**src/rtl/ee_loader_pkg.sv**
```systemverilog
package ee_loader_pkg;
  localparam int WORD_W        = 16;
  localparam int OP_W          = 3;
  localparam int ADDR_W_WIDE   = 8;
  localparam int ADDR_W_NARROW = 6;
  localparam int CMD_W         = OP_W + ADDR_W_WIDE;
  localparam int NUM_WORDS     = 3;

  typedef enum logic [3:0] {
    PH_IDLE, PH_CSOFF, PH_CSON, PH_CMDLO, PH_CMDHI,
    PH_GAP, PH_DATHI, PH_DATLO, PH_END
  } phase_t;

  typedef struct packed {
    logic clearAll;
    logic loadCmd;
    logic shiftCmd;
    logic sampleBit;
    logic storeWord;
  } dpStrobe_t;
endpackage

```
**src/rtl/ee_loader_ctrl.sv**
```systemverilog
module ee_loader_ctrl
  import ee_loader_pkg::*;
#(
  parameter int HALF_DIV = 25
) (
  input  logic       clk,
  input  logic       rstN,
  input  logic       start,
  input  logic       wideMode,
  output dpStrobe_t  strobe,
  output logic [1:0] wordIdx,
  output logic       useWide,
  output logic       cmdPhase,
  output logic       eeCs,
  output logic       eeSk,
  output logic       busy,
  output logic       done
);
  localparam int DIV_W = (HALF_DIV > 1) ? $clog2(HALF_DIV) : 1;
  localparam int CNT_W = $clog2(WORD_W);
  localparam logic [CNT_W-1:0] LEN_WIDE   = CNT_W'(OP_W + ADDR_W_WIDE - 1);
  localparam logic [CNT_W-1:0] LEN_NARROW = CNT_W'(OP_W + ADDR_W_NARROW - 1);
  localparam logic [CNT_W-1:0] DATA_LAST  = CNT_W'(WORD_W - 1);
  localparam logic [1:0]       LAST_IDX   = 2'(NUM_WORDS);

  phase_t            phase, phaseNext;
  logic [DIV_W-1:0]  divCnt;
  logic [CNT_W-1:0]  bitCnt, bitNext;
  logic [1:0]        idxNext;
  logic              doneNext;
  logic              tick;

  assign tick    = (divCnt == DIV_W'(HALF_DIV - 1));
  assign useWide = (wordIdx == 2'd0) || wideMode;

  always_ff @(posedge clk or negedge rstN) begin
    if (!rstN) divCnt <= '0;
    else if (phase == PH_IDLE || tick) divCnt <= '0;
    else divCnt <= divCnt + 1'b1;
  end

  always_comb begin
    phaseNext = phase;
    bitNext   = bitCnt;
    idxNext   = wordIdx;
    doneNext  = 1'b0;
    strobe    = '0;
    unique case (phase)
      PH_IDLE: if (start) begin
        phaseNext       = PH_CSOFF;
        idxNext         = 2'd0;
        strobe.clearAll = 1'b1;
      end
      PH_CSOFF: if (tick) begin
        phaseNext      = PH_CSON;
        strobe.loadCmd = 1'b1;
        bitNext        = useWide ? LEN_WIDE : LEN_NARROW;
      end
      PH_CSON:  if (tick) phaseNext = PH_CMDLO;
      PH_CMDLO: if (tick) phaseNext = PH_CMDHI;
      PH_CMDHI: if (tick) begin
        if (bitCnt == '0) phaseNext = PH_GAP;
        else begin
          strobe.shiftCmd = 1'b1;
          bitNext         = bitCnt - 1'b1;
          phaseNext       = PH_CMDLO;
        end
      end
      PH_GAP: if (tick) begin
        phaseNext = PH_DATHI;
        bitNext   = DATA_LAST;
      end
      PH_DATHI: if (tick) begin
        strobe.sampleBit = 1'b1;
        phaseNext        = PH_DATLO;
      end
      PH_DATLO: if (tick) begin
        if (bitCnt == '0) phaseNext = PH_END;
        else begin
          bitNext   = bitCnt - 1'b1;
          phaseNext = PH_DATHI;
        end
      end
      PH_END: if (tick) begin
        strobe.storeWord = 1'b1;
        if (wordIdx == LAST_IDX) begin
          phaseNext = PH_IDLE;
          doneNext  = 1'b1;
        end else begin
          idxNext   = wordIdx + 1'b1;
          phaseNext = PH_CSOFF;
        end
      end
      default: phaseNext = PH_IDLE;
    endcase
  end

  always_ff @(posedge clk or negedge rstN) begin
    if (!rstN) begin
      phase   <= PH_IDLE;
      bitCnt  <= '0;
      wordIdx <= '0;
      done    <= 1'b0;
    end else begin
      phase   <= phaseNext;
      bitCnt  <= bitNext;
      wordIdx <= idxNext;
      done    <= doneNext;
    end
  end

  assign eeCs     = phase inside {PH_CSON, PH_CMDLO, PH_CMDHI, PH_GAP, PH_DATHI, PH_DATLO};
  assign eeSk     = phase inside {PH_CMDHI, PH_DATHI};
  assign cmdPhase = phase inside {PH_CMDLO, PH_CMDHI};
  assign busy     = (phase != PH_IDLE);
endmodule

```
**src/rtl/ee_loader_dp.sv**
```systemverilog
module ee_loader_dp
  import ee_loader_pkg::*;
#(
  parameter logic [WORD_W-1:0] SIG_WORD   = 16'h8129,
  parameter int                FIRST_WORD = 7
) (
  input  logic                        clk,
  input  logic                        rstN,
  input  dpStrobe_t                   strobe,
  input  logic [1:0]                  wordIdx,
  input  logic                        useWide,
  input  logic                        cmdPhase,
  input  logic                        eeDo,
  output logic                        eeDi,
  output logic                        wideMode,
  output logic [NUM_WORDS*WORD_W-1:0] stationAddr
);
  localparam logic [OP_W-1:0] READ_OP = 3'b110;

  logic [CMD_W-1:0]       cmdReg;
  logic [WORD_W-1:0]      dataReg;
  logic [ADDR_W_WIDE-1:0] frameAddr;

  assign frameAddr = (wordIdx == 2'd0) ? '0 :
                     ADDR_W_WIDE'(FIRST_WORD) + ADDR_W_WIDE'(wordIdx) - 1'b1;

  always_ff @(posedge clk or negedge rstN) begin
    if (!rstN) cmdReg <= '0;
    else if (strobe.loadCmd)
      cmdReg <= useWide ? {READ_OP, frameAddr}
                        : {READ_OP, frameAddr[ADDR_W_NARROW-1:0],
                           {(ADDR_W_WIDE-ADDR_W_NARROW){1'b0}}};
    else if (strobe.shiftCmd) cmdReg <= {cmdReg[CMD_W-2:0], 1'b0};
  end

  assign eeDi = cmdPhase & cmdReg[CMD_W-1];

  always_ff @(posedge clk or negedge rstN) begin
    if (!rstN) dataReg <= '0;
    else if (strobe.sampleBit) dataReg <= {dataReg[WORD_W-2:0], eeDo};
  end

  always_ff @(posedge clk or negedge rstN) begin
    if (!rstN) wideMode <= 1'b0;
    else if (strobe.clearAll) wideMode <= 1'b0;
    else if (strobe.storeWord && wordIdx == 2'd0) wideMode <= (dataReg == SIG_WORD);
  end

  for (genvar g = 0; g < NUM_WORDS; g++) begin : gWord
    logic [WORD_W-1:0] wordReg;
    always_ff @(posedge clk or negedge rstN) begin
      if (!rstN) wordReg <= '0;
      else if (strobe.clearAll) wordReg <= '0;
      else if (strobe.storeWord && wordIdx == 2'(g + 1)) wordReg <= dataReg;
    end
    assign stationAddr[g*WORD_W +: WORD_W] = wordReg;
  end
endmodule

```
**src/rtl/ee_addr_loader.sv**
```systemverilog
module ee_addr_loader
  import ee_loader_pkg::*;
#(
  parameter int                HALF_DIV   = 25,
  parameter logic [15:0]       SIG_WORD   = 16'h8129,
  parameter int                FIRST_WORD = 7
) (
  input  logic        clk,
  input  logic        rstN,
  input  logic        start,
  input  logic        eeDo,
  output logic        eeCs,
  output logic        eeSk,
  output logic        eeDi,
  output logic [47:0] stationAddr,
  output logic        wideAddr,
  output logic        busy,
  output logic        done
);
  dpStrobe_t  strobe;
  logic [1:0] wordIdx;
  logic       useWide;
  logic       cmdPhase;

  ee_loader_ctrl #(.HALF_DIV(HALF_DIV)) uCtrl (
    .clk(clk), .rstN(rstN), .start(start), .wideMode(wideAddr),
    .strobe(strobe), .wordIdx(wordIdx), .useWide(useWide),
    .cmdPhase(cmdPhase), .eeCs(eeCs), .eeSk(eeSk),
    .busy(busy), .done(done)
  );

  ee_loader_dp #(.SIG_WORD(SIG_WORD), .FIRST_WORD(FIRST_WORD)) uDp (
    .clk(clk), .rstN(rstN), .strobe(strobe), .wordIdx(wordIdx),
    .useWide(useWide), .cmdPhase(cmdPhase), .eeDo(eeDo),
    .eeDi(eeDi), .wideMode(wideAddr), .stationAddr(stationAddr)
  );
endmodule

```
**config.mk**
```make
export PLATFORM = sky130hd
export DESIGN_NAME = ee_addr_loader
export DESIGN_NICKNAME = d
export VERILOG_FILES = /design/src/rtl/ee_loader_pkg.sv /design/src/rtl/ee_loader_ctrl.sv /design/src/rtl/ee_loader_dp.sv /design/src/rtl/ee_addr_loader.sv
export SDC_FILE = /design/constraint.sdc
export NUM_CORES = 1
export LEC_CHECK = 0
export CAP_MARGIN = 40
export CORE_MARGIN = 8
export CORE_UTILIZATION = 55
export DETAILED_ROUTE_END_ITERATION = 12
export HOLD_SLACK_MARGIN = 0.15
export PLACE_DENSITY = 0.83
export SLEW_MARGIN = 20
export SYNTH_ARGS = -nofsm -noshare
export SYNTH_HDL_FRONTEND = slang
export SYNTH_SLANG_ARGS = --single-unit
```
**constraint.sdc**
```tcl
create_clock -name clk -period 2.1 [get_ports clk]
set_input_delay 0.315 -clock clk [delete_from_list [all_inputs] [get_ports clk]]
set_output_delay 0.315 -clock clk [all_outputs]
set_load 0.005 [all_outputs]
```
==> reports/metrics.csv <==
metric;value;unit
status;completed;
Via-to-Cell Ratio;5.62;
total CTS buffers;9;
Port Buffers;57;
Crit Path Category;reg2reg;
Post-synth ARST share;100;%
H-tree depth;3;
Net Count, Synth;403;
Final nets;472;
CTS root buf;clkbuf_8;
crit path max fanout;16;
die area;0.0112;mm^2
# diodes;0;
clock buffer depth;2;
layout cell share with drive strength beyond 1;15.6;%
drt first pass iters;4;
Worst setup EP type;flip-flop;
Worst-Margin Slew;0.524;ns
Cells after Synth;389;
Final Hold Fails;0;
Buf+Inv Stages, Crit Path;3;
final setup vio count;0;
Worst Hold Slack;0.485;ns
slowest stage cell, crit path;dfrtp_1;
Post-Synthesis Cell Area;0.00444;mm^2
pin count of the biggest net entering global routing;50;
worst vdd ir;0.000421;V
pwr/cell area;601;mW/mm^2
drt initial violations;121;
Yosys cell types;57;
Detail Placement HPWL;6780;um
top-count cell post-synth;dfrtp_1;
Worst setup SP type;flip-flop;
register area share after synthesis;51.9;%
Yosys top cell area share;51.9;%
Die Wd;106;um
WP data arrival;2.20;ns
Residual DRC;0;
CTS tree;done;
Int Pwr;2.53;mW
placed cell areas;0.00519;mm^2
WP data required;2.33;ns
syn_area_per_cell;11.4;um^2
RSZ-0062 raised after global routing;false;
number of synthesized flops with an enable pin;0;
top cells by area, synth;dfrtp_1 (52%), mux2i_1 (13%), nor2_1 (5.2%);
Min Clock Period, post-route;1.97;ns
Rel. slew slack;65.1;%
total global-route track usage;18.3;%
I/O Pins;58;
predominant post-synthesis flop cell;dfrtp_1;
area growth from synthesis to final layout;23.1;%
clk sink count;92;
clock slew at reported path FFs;0.09;ns
Final Max Slew Viols;0;
core area;0.00777;mm^2
row count;32;
total number of vias;3169;
gr ovfl total;0;
Crit path max-delay family;buffers and inverters;
total power draw;3.28;mW
Critical Path, Cell by Cell;inv_1 > ha_1 > and4b_1 > buf_4 > nand4_4 > buf_4 > mux2i_1 > nor2_1;
Final Instance Area;0.00546;mm^2
most instantiated cells after synthesis;dfrtp_1 (92), nor2_1 (62), mux2i_1 (57), mux2_2 (18), nand2_1 (18);
CP most frequent cell;buf_4;
Synth warnings;0;
total of max-cap violations;0;
Switching Fraction;23.0;%
worst hold path class;in2async;
Yosys top cell by area;dfrtp_1;
post-route ant nets;0;
wire length per cell;17.5;um
P_leak;2.77;nW
placer congestion estimate;0.859;
initial core utilization;57.1;%
Comb pwr share;6.9;%
Skew-Pair Late Insertion Delay;0.35;ns
f_max;507;MHz
clk_skew;0.00919;ns
Critical Path Max Stage Delay;0.39;ns
number of antenna violations at the first check in global routing;0;
Final period util;93.9;%
Setup TNS;0;ns
chip height;106;um
number of global-route vias before repair;3341;
Sw Pwr;0.755;mW
clock share of power;36.6;%
Seq pwr share;56.5;%
Post-Route WL;9900;um
first-pass GRT wire length;16800;um
Yosys reg bits;92;
==> per-stage QoR <==
stage | setup WS (ns) | instances | util, %
6_report | 0.127 | 564 | 70.3
5_1_grt | 0.0287 | 564 | 70.3
4_1_cts | 0.0264 | 563 | 70.0
3_5_place_dp | 0.0461 | 545 | 66.9
3_3_place_gp | 0.181 | 545 | 66.9
2_1_floorplan | 0.199 | 389 | -
==> power by group through the flow <==
stage               Clock (mW)  Combinational, mW  Sequential, mW
floorplan                    0             0.0599            1.89
global route              1.30              0.254            1.86
finish                    1.20              0.227            1.85
global placement             0              0.221            1.89
detailed placement           0              0.228            1.89
CTS                       1.22              0.232            1.85
==> area by class of cell <==
type	instances	area, um^2
flip-flops and latches	92	2300
fillers	570	2310
well taps	102	128
clock inverters	5	60.1
inverters	12	45.0
repair buffers	80	806
clock buffers	10	138
multi-input cells	263	1980
==> cells in the final DEF, fill, tap and decap left out, types with 10 or more instances in the layout <==
cell / count
nor2_1: 61
nand2_1: 18
clkbuf_8: 10
inv_1: 11
clkdlybuf4s50_1: 54
buf_4: 16
dfrtp_1: 91
mux2i_1: 57
mux2_2: 18
ha_1: 10
==> worst paths after layout <==
check | to | startpoint | cells past startpoint | slack, ns
max in group asynchronous | uDp.cmdReg[1] | rstN | 3 | 0.94
worst min-delay path | uDp.gWord[1].wordReg[0] | rstN | 2 | 0.48
worst min register to register | uDp.cmdReg[1] | uDp.cmdReg[0] | 2 | 0.49
worst max-delay path | uDp.gWord[1].wordReg[15] | uCtrl.divCnt[0] | 8 | 0.13
worst max register to register | uDp.gWord[1].wordReg[15] | uCtrl.divCnt[0] | 8 | 0.13
min in group clk | uDp.cmdReg[1] | uDp.cmdReg[0] | 2 | 0.49
==> layer usage <==
| layer | vias up | GRT usage, % | part of all wire, % |
|---|---|---|---|
| li1 | 1509 | - | - |
| met1 | 1573 | 22.4 | 42 |
| met2 | 76 | 30.1 | 50 |
| met3 | 11 | 5.48 | 6.1 |
| met4 | 0 | 6.03 | 1.3 |
| met5 | - | 0 | 0 |
==> kinds of logic (layout without fill, tap and decap cells) <==
family / after synthesis / in the layout / synth area share, %
and+or+nand+nor: 132 / 132 / 16.4
buffers and inverters: 34 / 107 / 4.12
adders and majority gates: 10 / 10 / 2.82
xor gates and xnor gates: 4 / 4 / 0.790
muxes: 76 / 76 / 17.7
AOI/OAI and AO/OA: 41 / 41 / 6.35
DFF: 92 / 92 / 51.9
==> registers in the layout (all words and copies together), names as in the netlist <==
name	count
uDp.cmdReg	11
uDp.wideMode	1
uCtrl.phase	4
uCtrl.bitCnt	4
uCtrl.divCnt	5
uCtrl.done	1
uDp.gWord.wordReg	48
uDp.dataReg	16
uCtrl.wordIdx	2
==> repair_timing <==
action,in CTS,in global routing
setup endpoints to repair,2,4
hold buffers,1,0
gates resized for setup,6,5
hold endpoints to repair,38,0
pin swaps,0,1
gates cloned,0,0
setup buffers,2,1
Note: power is estimated with default switching activity, not from simulation.
